<file path="src/rtl/sreg_pkg.sv">
package sreg_pkg;
  localparam int unsigned SR_W = 8;

  typedef struct packed {
    logic       wpen;
    logic [1:0] bp;
  } sr_cfg_t;

  function automatic logic [SR_W-1:0] pack_status(sr_cfg_t cfg, logic wel, logic busy);
    if (busy) return '1;
    return {cfg.wpen, 3'b000, cfg.bp, wel, 1'b0};
  endfunction

  function automatic sr_cfg_t unpack_cfg(logic [SR_W-1:0] d);
    sr_cfg_t c;
    c.wpen = d[7];
    c.bp   = d[3:2];
    return c;
  endfunction
endpackage

</file>
<file path="src/rtl/bp_range_dec.sv">
module bp_range_dec (
  input  logic [1:0] bp_i,
  input  logic [1:0] top_i,
  output logic       prot_o
);
  logic [1:0] thr;

  always_comb begin
    unique case (bp_i)
      2'b01:   thr = 2'b11;
      2'b10:   thr = 2'b10;
      default: thr = 2'b00;
    endcase
    prot_o = (bp_i != 2'b00) && (top_i >= thr);
  end

  always_comb begin

    if (bp_i == 2'b00) begin
      bp_none_chk: assert (!prot_o);
    end

    if (bp_i == 2'b11) begin
      bp_all_chk: assert (prot_o);
    end
  end
endmodule

</file>
<file path="src/rtl/wr_cycle_timer.sv">
module wr_cycle_timer #(
  parameter int unsigned CYCLES = 16
) (
  input  logic clk_i,
  input  logic rst_ni,
  input  logic start_i,
  output logic busy_o,
  output logic done_o
);
  localparam int unsigned CNT_W = $clog2(CYCLES + 1);

  logic [CNT_W-1:0] cnt_q;

  always_ff @(posedge clk_i or negedge rst_ni) begin
    if (!rst_ni)          cnt_q <= '0;
    else if (start_i)     cnt_q <= CNT_W'(CYCLES);
    else if (cnt_q != '0) cnt_q <= cnt_q - 1'b1;
  end

  assign busy_o = (cnt_q != '0);
  assign done_o = (cnt_q == CNT_W'(1));


  start_busy_chk: assert property (@(posedge clk_i) disable iff (!rst_ni)
    start_i |=> busy_o);

  done_idle_chk: assert property (@(posedge clk_i) disable iff (!rst_ni)
    (done_o && !start_i) |=> !busy_o);
endmodule

</file>
<file path="src/rtl/sreg_guard.sv">
module sreg_guard
  import sreg_pkg::*;
#(
  parameter int unsigned ADDR_W    = 14,
  parameter int unsigned WR_CYCLES = 16,
  parameter logic [1:0]  RST_BP    = 2'b00,
  parameter logic        RST_WPEN  = 1'b0
) (
  input  logic              clk_i,
  input  logic              rst_ni,
  input  logic              cs_ni,
  input  logic              wp_ni,
  input  logic              wren_i,
  input  logic              wrdi_i,
  input  logic              sr_wr_req_i,
  input  logic [SR_W-1:0]   sr_wr_data_i,
  input  logic              busy_i,
  input  logic [ADDR_W-1:0] addr_i,
  output logic [SR_W-1:0]   status_o,
  output logic              addr_prot_o,
  output logic              sr_wr_ok_o
);
  sr_cfg_t cfg_q, pend_q;
  logic    wel_q, pend_vld_q, cs_q, busy_q;
  logic    hw_prot, busy_all, cs_rise, tmr_start, tmr_busy, tmr_done, cyc_end;

  logic unused_bits;
  assign unused_bits = ^{sr_wr_data_i[6:4], sr_wr_data_i[1:0], addr_i[ADDR_W-3:0]};

  assign hw_prot    = !wp_ni && cfg_q.wpen;
  assign busy_all   = busy_i || tmr_busy;
  assign sr_wr_ok_o = wel_q && !hw_prot && !busy_all;
  assign cs_rise    = cs_ni && !cs_q;
  assign tmr_start  = cs_rise && pend_vld_q && !hw_prot && !busy_all;
  assign cyc_end    = tmr_done || (busy_q && !busy_i);

  wr_cycle_timer #(.CYCLES(WR_CYCLES)) u_tmr (
    .clk_i   (clk_i),
    .rst_ni  (rst_ni),
    .start_i (tmr_start),
    .busy_o  (tmr_busy),
    .done_o  (tmr_done)
  );

  bp_range_dec u_dec (
    .bp_i   (cfg_q.bp),
    .top_i  (addr_i[ADDR_W-1 -: 2]),
    .prot_o (addr_prot_o)
  );

  always_ff @(posedge clk_i or negedge rst_ni) begin
    if (!rst_ni) begin
      cs_q   <= 1'b1;
      busy_q <= 1'b0;
    end else begin
      cs_q   <= cs_ni;
      busy_q <= busy_i;
    end
  end

  // write-enable latch: cycle end and disable take priority over enable
  always_ff @(posedge clk_i or negedge rst_ni) begin
    if (!rst_ni)                    wel_q <= 1'b0;
    else if (cyc_end)               wel_q <= 1'b0;
    else if (!busy_all && wrdi_i)   wel_q <= 1'b0;
    else if (!busy_all && wren_i)   wel_q <= 1'b1;
  end

  always_ff @(posedge clk_i or negedge rst_ni) begin
    if (!rst_ni) begin
      pend_vld_q <= 1'b0;
      pend_q     <= '0;
    end else if (tmr_start || hw_prot) begin
      pend_vld_q <= 1'b0;
    end else if (sr_wr_req_i && sr_wr_ok_o) begin
      pend_vld_q <= 1'b1;
      pend_q     <= unpack_cfg(sr_wr_data_i);
    end
  end

  always_ff @(posedge clk_i or negedge rst_ni) begin
    if (!rst_ni) begin
      cfg_q.wpen <= RST_WPEN;
      cfg_q.bp   <= RST_BP;
    end else if (tmr_done) begin
      cfg_q <= pend_q;
    end
  end

  assign status_o = pack_status(cfg_q, wel_q, busy_all);


  cfg_commit_only_chk: assert property (@(posedge clk_i) disable iff (!rst_ni)
    !$stable(cfg_q) |-> $past(tmr_done));

  wel_set_src_chk: assert property (@(posedge clk_i) disable iff (!rst_ni)
    $rose(wel_q) |-> $past(wren_i && !wrdi_i && !busy_all));

  wel_clear_end_chk: assert property (@(posedge clk_i) disable iff (!rst_ni)
    (tmr_done || $fell(busy_i)) |=> !wel_q);

  start_from_pend_chk: assert property (@(posedge clk_i) disable iff (!rst_ni)
    $rose(tmr_busy) |-> $past(pend_vld_q));
endmodule

</file>
<file path="config.mk">
export PLATFORM = sky130hd
export DESIGN_NAME = sreg_guard
export DESIGN_NICKNAME = d
export VERILOG_FILES = /design/src/rtl/sreg_pkg.sv /design/src/rtl/bp_range_dec.sv /design/src/rtl/wr_cycle_timer.sv /design/src/rtl/sreg_guard.sv
export SDC_FILE = /design/constraint.sdc
export NUM_CORES = 1
export LEC_CHECK = 0
export BUFFER_PORTS_ARGS = -buffer_cell sky130_fd_sc_hd__buf_2
export CORE_AREA = 2 2 46 48
export DETAILED_ROUTE_END_ITERATION = 16
export DIE_AREA = 0 0 48 50
export PLACE_DENSITY = 0.79
export REMOVE_ABC_BUFFERS = 1
export SYNTH_ARGS = -nofsm -noshare
export SYNTH_HDL_FRONTEND = slang
export SYNTH_HIERARCHICAL = 1
export SYNTH_SLANG_ARGS = --single-unit
</file>
<file path="constraint.sdc">
create_clock -name clk_i -period 5.1 [get_ports clk_i]
set_clock_uncertainty 0.1 [all_clocks]
set_input_delay 0.255 -clock clk_i [delete_from_list [all_inputs] [get_ports clk_i]]
set_output_delay 0.255 -clock clk_i [all_outputs]
set_load 0.01 [all_outputs]
</file>
==> results.sh, run 1 <==
export IMPL_status="completed"
export IMPL_gr_usage_met3=0.0147
export IMPL_drive_gt1_frac=0.417
export IMPL_hp_class="in2reg"
export IMPL_die_h_um=50
export IMPL_port_buffers=22
export IMPL_synth_compound_area_frac=0.0743
export IMPL_wire_per_inst_um=12.4
export IMPL_rsz0062_at_grt="false"
export IMPL_final_core_util=0.530
export IMPL_ys_ff_latch=15
export IMPL_use_met1=0.157
export IMPL_yosysTopAreaCell="dfrtp_1"
export IMPL_num_vias=647
export IMPL_synth_seq_area_share=0.439
export IMPL_synthXorXnorAreaFrac=0.0102
export IMPL_postCtsSetupRepairBufs=0
export IMPL_grtUsageTotal=0.156
export IMPL_synth_most_common_cell="dfrtp_1"
export IMPL_first_iter_violations=4
export IMPL_row_count=16
export IMPL_syn_avg_cell_area_um2=10.7
export IMPL_synth_simple_area_share=0.219
export IMPL_cp_cell_sequence="inv_1 -> ha_1 -> or4b_4 -> or4b_4 -> o2111ai_2 -> mux2_2"
export IMPL_die_w_um=48
export IMPL_synth_top_family_by_area="simple AND/OR/NAND/NOR gates"
export IMPL_hold_viol=0
export IMPL_cp_arrival_ns=2.73
export IMPL_seqPwrFrac=0.421
export IMPL_cts_buffers=3
export IMPL_io_pins=40
export IMPL_cp_common_cell="or4b_4"
export IMPL_h_tree_depth=1
export IMPL_fin_crit_ns=2.66
export IMPL_grt_pass1_vias=666
export IMPL_fmax_mhz=375
export IMPL_slew_headroom=0.732
export IMPL_netlist_area_um2=858
export IMPL_diodes=0
export IMPL_synth_top_area_share=0.408
export IMPL_grt_pass1_wl_um=2640
export IMPL_syn_inst=80
export IMPL_peakVddDrop_mv=0.190
export IMPL_power_total_w=0.000454
export IMPL_power_switching_w=0.000169
export IMPL_ant_nets=0
export IMPL_period_share=0.522
export IMPL_muxShareOfSynthArea=0.0787
export IMPL_dp_hpwl_um=1220
export IMPL_antenna_found_initial=0
export IMPL_routabilityCongestion=0.764
export IMPL_tightest_slew_ns=0.400
export IMPL_coreArea_mm2=0.00190
export IMPL_cp_startpoint="u_tmr/cnt_q[0]"
export IMPL_wl_um=1610
export IMPL_fillerInstances=169
export IMPL_power_leakage_nw=0.489
export IMPL_hp_start="busy_i"
export IMPL_cts_resized=0
export IMPL_critical_path_class="reg2reg"
export IMPL_critPathSlowestCell="or4b_4"
export IMPL_crit_path_max_fanout=12
export IMPL_layout_area_overhead_vs_synth_pct=17.5
export IMPL_synthFlopType="dfrtp_1"
export IMPL_synth_adder_area_share=0.0875
export IMPL_slew_violations=0
export IMPL_setup_viol=0
export IMPL_synth_cell_type_count=28
export IMPL_reg2reg_from="u_tmr/cnt_q[0]"
export IMPL_grt_max_degree=16
export IMPL_maxCapViolations=0
export IMPL_synthTopCellsByArea="dfrtp_1, ha_1, mux2_2"
export IMPL_vias_per_cell=4.98
export IMPL_drcViolationCount=0
export IMPL_path_clk_slew_ns=0.09
export IMPL_worst_endpoint_required_ns=5.17
export IMPL_cts_sinks=15
export IMPL_clkLatencyLatePin_ns=0.28
export IMPL_worst_setup_path_end_kind="flop"
export IMPL_tritoncts="done"
export IMPL_drt_pass1_iter_count=4
export IMPL_initial_utilization=0.451
export IMPL_die_area_mm2=0.00240
export IMPL_power_density_mw_per_mm2=451
export IMPL_cp_start_kind="flop"
export IMPL_p_int_w=0.000285
export IMPL_synth_common_cells="dfrtp_1, inv_1, ha_1, mux2_2, nor2_1"
export IMPL_grt_busiest_layer="met2"
export IMPL_crit_path_max_incr_delay_ns=0.57
export IMPL_switching_share=0.372
export IMPL_pwr_share_comb=0.434
export IMPL_yosys_warnings=6
export IMPL_synth_edf_count=0
export IMPL_power_share_clock=0.146
export IMPL_cts_buffer_depth=2
export IMPL_clockRootBuffer="clkbuf_4"
export IMPL_overflow=0
export IMPL_whs_ns=0.0701
export IMPL_hold_buffers=2
export IMPL_tns_ns=0
export IMPL_use_met2=0.280
export IMPL_fin_nets=140
export IMPL_synth_async_reset_ratio=1.00
[critical path, delay by kind of cell, from the launching register on]
family	cells	cell delay [ns]
flops	1	0.42
fa+ha+maj	1	0.22
compound gates	1	0.26
buf+inv	1	0.07
simple gates	2	1.11
mux	1	0.36
[cells by family after synthesis]
family / count (synthesis)
compound gates: 8
xor+xnor: 1
fa+ha+maj: 6
buf+inv: 15
flops: 15
mux: 6
simple gates: 29
[layer usage]
layer,part of all wire,vias to the layer above
met5,0,-
met4,0.018,0
met3,0.035,4
met2,0.53,23
met1,0.42,304
li1,-,316
[path summary, 6_finish.rpt]
kind	end	slack [ns]	cells past startpoint
setup / recovery	pend_q[0]	2.44	6
hold / removal	busy_q	0.07	1
setup reg to reg	pend_q[0]	2.44	6
hold reg to reg	pend_q[0]	0.41	1
max in group asynchronous	cs_q	4.32	2
min in group asynchronous	u_tmr/cnt_q[2]	0.29	2
[through the flow]
step	instances	cell area, µm²	setup slack, ns
3_5_place_dp	124	961	2.44
2_1_floorplan	75	817	2.61
6_report	130	1010	2.44
5_1_grt	130	1010	2.31
3_3_place_gp	124	961	2.49
4_1_cts	130	1010	2.42
[layout by cell type, fill, tap and decap left out]
cell type,instances
nor2_1,6
or3_1,1
nand2_1,4
nand3b_1,1
nor3b_1,1
a211oi_2,1
or4b_4,2
dlygate4sd3_1,2
clkinv_2,1
nand2b_1,2
xnor2_1,1
a211o_1,1
dfstp_2,1
nor3b_2,1
or2b_1,1
nor3_2,1
nand3_1,1
o2111ai_2,1
dfrtp_1,14
a21oi_1,4
nor3_1,1
inv_1,10
buf_2,22
a21o_1,1
ha_1,6
and3_1,2
mux2_2,6
clkbuf_4,3
or3_2,4
nand4_1,1
[layout make-up]
type                            instances  area (µm²)  area share
Multi-Input combinational cell         50         403       0.400
Inverter                               10        37.5      0.0372
Timing Repair Buffer                   24         130       0.129
Clock inverter                          1        5.00     0.00496
Sequential cell                        15         377       0.373
Clock buffer                            3        22.5      0.0223
Tap cell                               27        33.8      0.0335
[power groups by stage]
stage	clock network (W)	registers [W]	logic, W
floorplan	0	0.000183	0.000147
global placement	0	0.000190	0.000181
detailed placement	0	0.000193	0.000196
CTS	0.0000701	0.000191	0.000199
global route	0.0000771	0.000198	0.000220
finish	0.0000661	0.000191	0.000197
[sequential cells by signal, summed over array words and instances (netlist names)]
name	flops
pend_vld_q	1
pend_q	3
u_tmr/cnt_q	5
cs_q	1
cfg_q	3
wel_q	1
busy_q	1
(Power assumes the default switching activity.)
==> run 2: changes to the inputs <==
CORE_AREA = 2 2 47 49   (was 2 2 46 48)
DIE_AREA = 0 0 49 51   (was 0 0 48 50)
PLACE_DENSITY = 0.76   (was 0.79)
clock period = 2.6 ns   (was 5.1 ns; I/O delays follow)
==> run 2 against run 1 <==
Net effect:
- utilization fell by 0.93 points
- non-clock buffer count increased by 6
- critical path depth stayed put
- via count is 2.9% higher
- die area increased by 4.1%
- global-route usage down 0.80 points
- sequential power increased by 96%
- count of clock-buffer cells in the layout up 1
- wire length increased by 1.7%
- clock power is 100% higher
==> results.sh, run 2 (same netlist as run 1, synthesis figures left out) <==
export IMPL_reg2reg_from="u_tmr/cnt_q[0]"
export IMPL_layout_area_overhead_vs_synth_pct=25.2
export IMPL_fillerInstances=197
export IMPL_gr_usage_met3=0.0263
export IMPL_grt_busiest_layer="met2"
export IMPL_wire_per_inst_um=11.9
export IMPL_cp_startpoint="u_tmr/cnt_q[0]"
export IMPL_ant_nets=0
export IMPL_period_share=0.954
export IMPL_h_tree_depth=1
export IMPL_cp_cell_sequence="inv_1 -> ha_1 -> or4b_4 -> or4b_4 -> o2111ai_4 -> mux2_2"
export IMPL_critPathSlowestCell="or4b_4"
export IMPL_use_met2=0.269
export IMPL_maxCapViolations=0
export IMPL_initial_utilization=0.416
export IMPL_fin_nets=146
export IMPL_dp_hpwl_um=1210
export IMPL_vias_per_cell=4.86
export IMPL_clkLatencyLatePin_ns=0.28
export IMPL_row_count=17
export IMPL_drcViolationCount=0
export IMPL_cp_top_family="simple AND/OR/NAND/NOR gates"
export IMPL_hp_class="in2reg"
export IMPL_largest_reg_flops=5
export IMPL_postCtsSetupRepairBufs=0
export IMPL_worst_endpoint_required_ns=2.67
export IMPL_dp_cells=127
export IMPL_coreArea_mm2=0.00206
export IMPL_instances_no_fill=137
export IMPL_die_h_um=51
export IMPL_rr_endpoint="pend_q[2]"
export IMPL_peakVddDrop_mv=0.379
export IMPL_power_density_mw_per_mm2=855
export IMPL_reg2reg_slack_ns=0.12
export IMPL_die_w_um=49
export IMPL_diodes=0
export IMPL_grtUsageTotal=0.148
export IMPL_critPathCapture="pend_q[2]"
export IMPL_wl_um=1630
export IMPL_cts_buffer_depth=2
export IMPL_post_route_cell_area_mm2=0.00107
export IMPL_path_clk_slew_ns=0.09
export IMPL_cp_common_cell="or4b_4"
export IMPL_final_common_cell="buf_2"
export IMPL_hold_viol=0
export IMPL_grt_pass1_wl_um=2700
export IMPL_grt_max_degree=16
export IMPL_critical_path_class="reg2reg"
export IMPL_fin_crit_ns=2.48
export IMPL_reg2reg_depth=6
export IMPL_cts_buffers=3
export IMPL_overflow=0
export IMPL_reg_largest_list="u_tmr/cnt_q: 5 flops, cfg_q: 3 flops, pend_q: 3 flops"
export IMPL_routabilityCongestion=0.756
export IMPL_fmax_mhz=403
export IMPL_cp_arrival_ns=2.55
export IMPL_rsz0062_at_grt="false"
export IMPL_slew_headroom=0.719
export IMPL_tightest_slew_ns=0.420
export IMPL_largest_register="u_tmr/cnt_q"
export IMPL_port_buffers=22
export IMPL_worst_path_stages=6
export IMPL_timing_critical_path_buf_inv=1
export IMPL_crit_path_max_incr_delay_ns=0.52
export IMPL_tns_ns=0
export IMPL_io_pins=40
export IMPL_drive_gt1_frac=0.404
export IMPL_clockRootBuffer="clkbuf_4"
export IMPL_first_iter_violations=8
export IMPL_slew_violations=0
export IMPL_cts_sinks=15
export IMPL_cp_start_kind="flop"
export IMPL_worst_setup_path_end_kind="flop"
export IMPL_power_leakage_nw=0.512
export IMPL_use_met1=0.158
export IMPL_layout_common_cells="buf_2, dfrtp_1, inv_1"
export IMPL_grt_pass1_vias=636
export IMPL_num_vias=666
export IMPL_antenna_found_initial=0
export IMPL_tritoncts="done"
export IMPL_drt_pass1_iter_count=4
export IMPL_setup_viol=0
export IMPL_die_area_mm2=0.00250
export IMPL_status="completed"
export IMPL_dpl_cell_area_um2=977
export IMPL_crit_path_max_fanout=4
==> run 2: cell count changes in the layout (fill, tap and decap cells not counted) <==
| cell | change |
|---|---|
| dlygate4sd3_1 | +4 |
| buf_4 | +2 |
| clkbuf_1 | +1 |
| clkinv_2 | -1 |
| o2111ai_2 | -1 |
| o2111ai_4 | +1 |
==> run 2: metal layers <==
layer | part of all wire | vias to the layer above
li1 | - | 333
met1 | 0.42 | 316
met2 | 0.52 | 13
met3 | 0.031 | 4
met4 | 0.021 | 0
met5 | 0 | -
==> run 2: repair_timing <==
| item | in CTS | in global routing |
|---|---|---|
| resized for setup | 0 | 1 |
| hold buffers | 6 | 0 |
| endpoints found under the setup margin | 0 | 3 |
| endpoints found under the hold margin | 20 | 0 |
==> run 2: worst min path at each step <==
stage / from / end / slack, ns / cells past startpoint
detailed placement: rst_ni / pend_vld_q / -0.05 / 1
floorplan: rst_ni / busy_q / -0.27 / 0
finish: wren_i / wel_q / 0.05 / 3
global placement: rst_ni / pend_vld_q / -0.05 / 1
global route: wren_i / wel_q / 0.08 / 3
CTS: wren_i / wel_q / 0.06 / 3
==> run 2: layout make-up <==
class | instances | area (µm²) | area share
inverter | 10 | 37.5 | 0.0349
sequential | 15 | 377 | 0.350
tap | 28 | 35.0 | 0.0326
timing repair buffer | 30 | 185 | 0.172
clock buffer | 4 | 26.3 | 0.0244
multi-input combinational | 50 | 414 | 0.385
==> run 2: worst register-to-register path, delay by kind of cell (launching register included) <==
family | cells | cell delay [ns]
compound gates | 1 | 0.26
mux | 1 | 0.36
buf+inv | 1 | 0.08
flops | 1 | 0.42
fa+ha+maj | 1 | 0.15
simple gates | 2 | 0.98
==> run 2: metrics by stage <==
stage / hold slack, ns / total power, W / worst slack [ns] / utilization
final: 0.0489 / 0.000919 / 0.121 / 0.521
after global routing: 0.0788 / 0.000983 / 0.0263 / 0.521
after global placement: -0.0536 / 0.000748 / 0.121 / 0.474
after CTS: 0.0573 / 0.000919 / 0.0808 / 0.515
after floorplan: -0.266 / 0.000648 / 0.109 / -
after detailed placement: -0.0455 / 0.000778 / 0.0925 / 0.474
==> run 2: where the power goes <==
group	switching (W)	leakage, nW	internal, W	total, W
Combinational	0.000203	0.306	0.000210	0.000412
Sequential	0.0000634	0.191	0.000310	0.000374
Clock	0.0000737	0.0150	0.0000596	0.000133
Total	0.000340	0.512	0.000579	0.000919
==> run 3: changes to the inputs <==
BUFFER_PORTS_ARGS = not set   (was -buffer_cell sky130_fd_sc_hd__buf_2)
CORE_AREA = 2 2 45 47   (was 2 2 47 49)
DIE_AREA = 0 0 47 49   (was 0 0 49 51)
DONT_BUFFER_PORTS = 1   (was not set)
PLACE_DENSITY = 0.63   (was 0.76)
==> run 3 against run 2 <==
Net effect:
- final cell count fell by 16%
- critical path depth did not move
- largest cell class unchanged
- combinational power fell by 11%
==> results.sh, run 3 (same netlist as run 1, synthesis figures left out) <==
export IMPL_drt_pass1_iter_count=3
export IMPL_final_core_util=0.529
export IMPL_cp_start_kind="flop"
export IMPL_wire_per_inst_um=12.3
export IMPL_cts_sinks=15
export IMPL_final_common_cell="dfrtp_1"
export IMPL_power_total_w=0.000864
export IMPL_status="completed"
export IMPL_cts_buffers=3
export IMPL_fillerInstances=172
export IMPL_h_tree_depth=1
export IMPL_rsz0062_at_grt="false"
export IMPL_die_w_um=47
export IMPL_setup_viol=0
export IMPL_cp_common_cell="or4b_4"
export IMPL_critPathSlowestCell="or4b_4"
export IMPL_drive_gt1_frac=0.250
export IMPL_critPathCapture="pend_q[1]"
export IMPL_dp_cells=104
export IMPL_grt_max_degree=16
export IMPL_critical_path_class="reg2reg"
export IMPL_largest_reg_flops=5
export IMPL_cp_cell_sequence="inv_1 -> ha_1 -> or4b_4 -> or4b_4 -> o2111ai_4 -> mux2_2"
export IMPL_worst_path_stages=6
export IMPL_cp_startpoint="u_tmr/cnt_q[0]"
export IMPL_drcViolationCount=0
export IMPL_grt_pass1_wl_um=2360
export IMPL_tightest_slew_ns=0.653
export IMPL_instances_no_fill=115
export IMPL_initial_utilization=0.466
export IMPL_clockRootBuffer="clkbuf_4"
export IMPL_fin_crit_ns=2.48
export IMPL_die_h_um=49
export IMPL_power_density_mw_per_mm2=888
export IMPL_whs_ns=0.0102
export IMPL_hp_class="in2reg"
export IMPL_worst_endpoint_required_ns=2.66
export IMPL_overflow=0
export IMPL_row_count=16
export IMPL_clkLatencyLatePin_ns=0.28
export IMPL_reg_largest_list="u_tmr/cnt_q: 5 flops, cfg_q: 3 flops, pend_q: 3 flops"
export IMPL_rr_endpoint="pend_q[1]"
export IMPL_tritoncts="done"
export IMPL_ant_nets=0
export IMPL_coreArea_mm2=0.00184
export IMPL_hold_viol=0
export IMPL_diodes=0
export IMPL_reg2reg_slack_ns=0.12
export IMPL_vias_per_cell=4.95
export IMPL_hold_depth=3
export IMPL_dp_hpwl_um=1060
export IMPL_num_vias=569
export IMPL_power_leakage_nw=0.439
export IMPL_timing_critical_path_buf_inv=1
export IMPL_reg2reg_from="u_tmr/cnt_q[0]"
export IMPL_die_area_mm2=0.00230
export IMPL_cts_buffer_depth=2
export IMPL_grtUsageTotal=0.142
export IMPL_first_iter_violations=2
export IMPL_period_share=0.955
export IMPL_path_clk_slew_ns=0.09
export IMPL_reg2reg_depth=6
export IMPL_worst_setup_path_end_kind="flop"
export IMPL_fin_nets=125
export IMPL_slew_headroom=0.563
export IMPL_crit_path_max_fanout=4
export IMPL_layout_common_cells="dfrtp_1, inv_1, dlygate4sd3_1"
export IMPL_cp_arrival_ns=2.55
export IMPL_cp_top_family="simple AND/OR/NAND/NOR gates"
export IMPL_wl_um=1410
export IMPL_multiInputGateArea_um2=414
export IMPL_grt_pass1_vias=574
export IMPL_layout_area_overhead_vs_synth_pct=13.4
export IMPL_crit_path_max_incr_delay_ns=0.53
export IMPL_fmax_mhz=403
export IMPL_largest_register="u_tmr/cnt_q"
export IMPL_io_pins=40
export IMPL_tns_ns=0
export IMPL_antenna_found_initial=0
export IMPL_port_buffers=0
export IMPL_routabilityCongestion=0.678
export IMPL_peakVddDrop_mv=0.351
export IMPL_slew_violations=0
export IMPL_regArea_um2=377
export IMPL_maxCapViolations=0
## run 3: worst min path at each step
| stage | start | slack, ns | endpoint |
|---|---|---|---|
| after global routing | wrdi_i | 0.03 | wel_q |
| after global placement | rst_ni | -0.27 | pend_q[1] |
| after detailed placement | rst_ni | -0.27 | pend_q[0] |
| final | wrdi_i | 0.01 | wel_q |
| after CTS | wrdi_i | 0.00007 | wel_q |
| after floorplan | rst_ni | -0.27 | busy_q |
## run 3: area by class of cell
type	count	area share
Timing Repair Buffer	9	0.0874
Clock buffer	4	0.0270
Multi-Input combinational cell	50	0.425
Sequential cell	15	0.387
Inverter	10	0.0386
Tap cell	27	0.0347
## run 3: power breakdown
group	total (W)	switching [W]	internal (W)
Combinational	0.000365	0.000183	0.000182
Clock	0.000130	0.0000708	0.0000595
Sequential	0.000370	0.0000594	0.000310
## run 3: per-layer routing
metal | GRT usage | share of wire | vias to the layer above
li1 | - | - | 288
met3 | 0.0333 | 0.045 | 2
met4 | 0.0694 | 0.0071 | 0
met5 | 0 | 0 | -
met1 | 0.161 | 0.44 | 260
met2 | 0.237 | 0.51 | 19
## run 3: timing repair
action / CTS / global route
hold endpoints to repair: 22 / 0
endpoints found under the setup margin: 0 / 1
buffers inserted: 0 / 0
gates resized for setup: 0 / 1
hold buffers: 7 / 0
## run 3: worst min-delay path: cells and delay by family
| family | cells | cell delay (ns) |
|---|---|---|
| AND/OR/NAND/NOR | 2 | 0.09 |
| AO/OA/AOI/OAI | 1 | 0.13 |
## run 3: metrics by stage
stage / setup WS, ns / cell area [µm²]
after floorplan: 0.109 / 817
after global placement: 0.120 / 866
after detailed placement: 0.112 / 866
after CTS: 0.0969 / 962
after global routing: 0.0110 / 973
final: 0.117 / 973
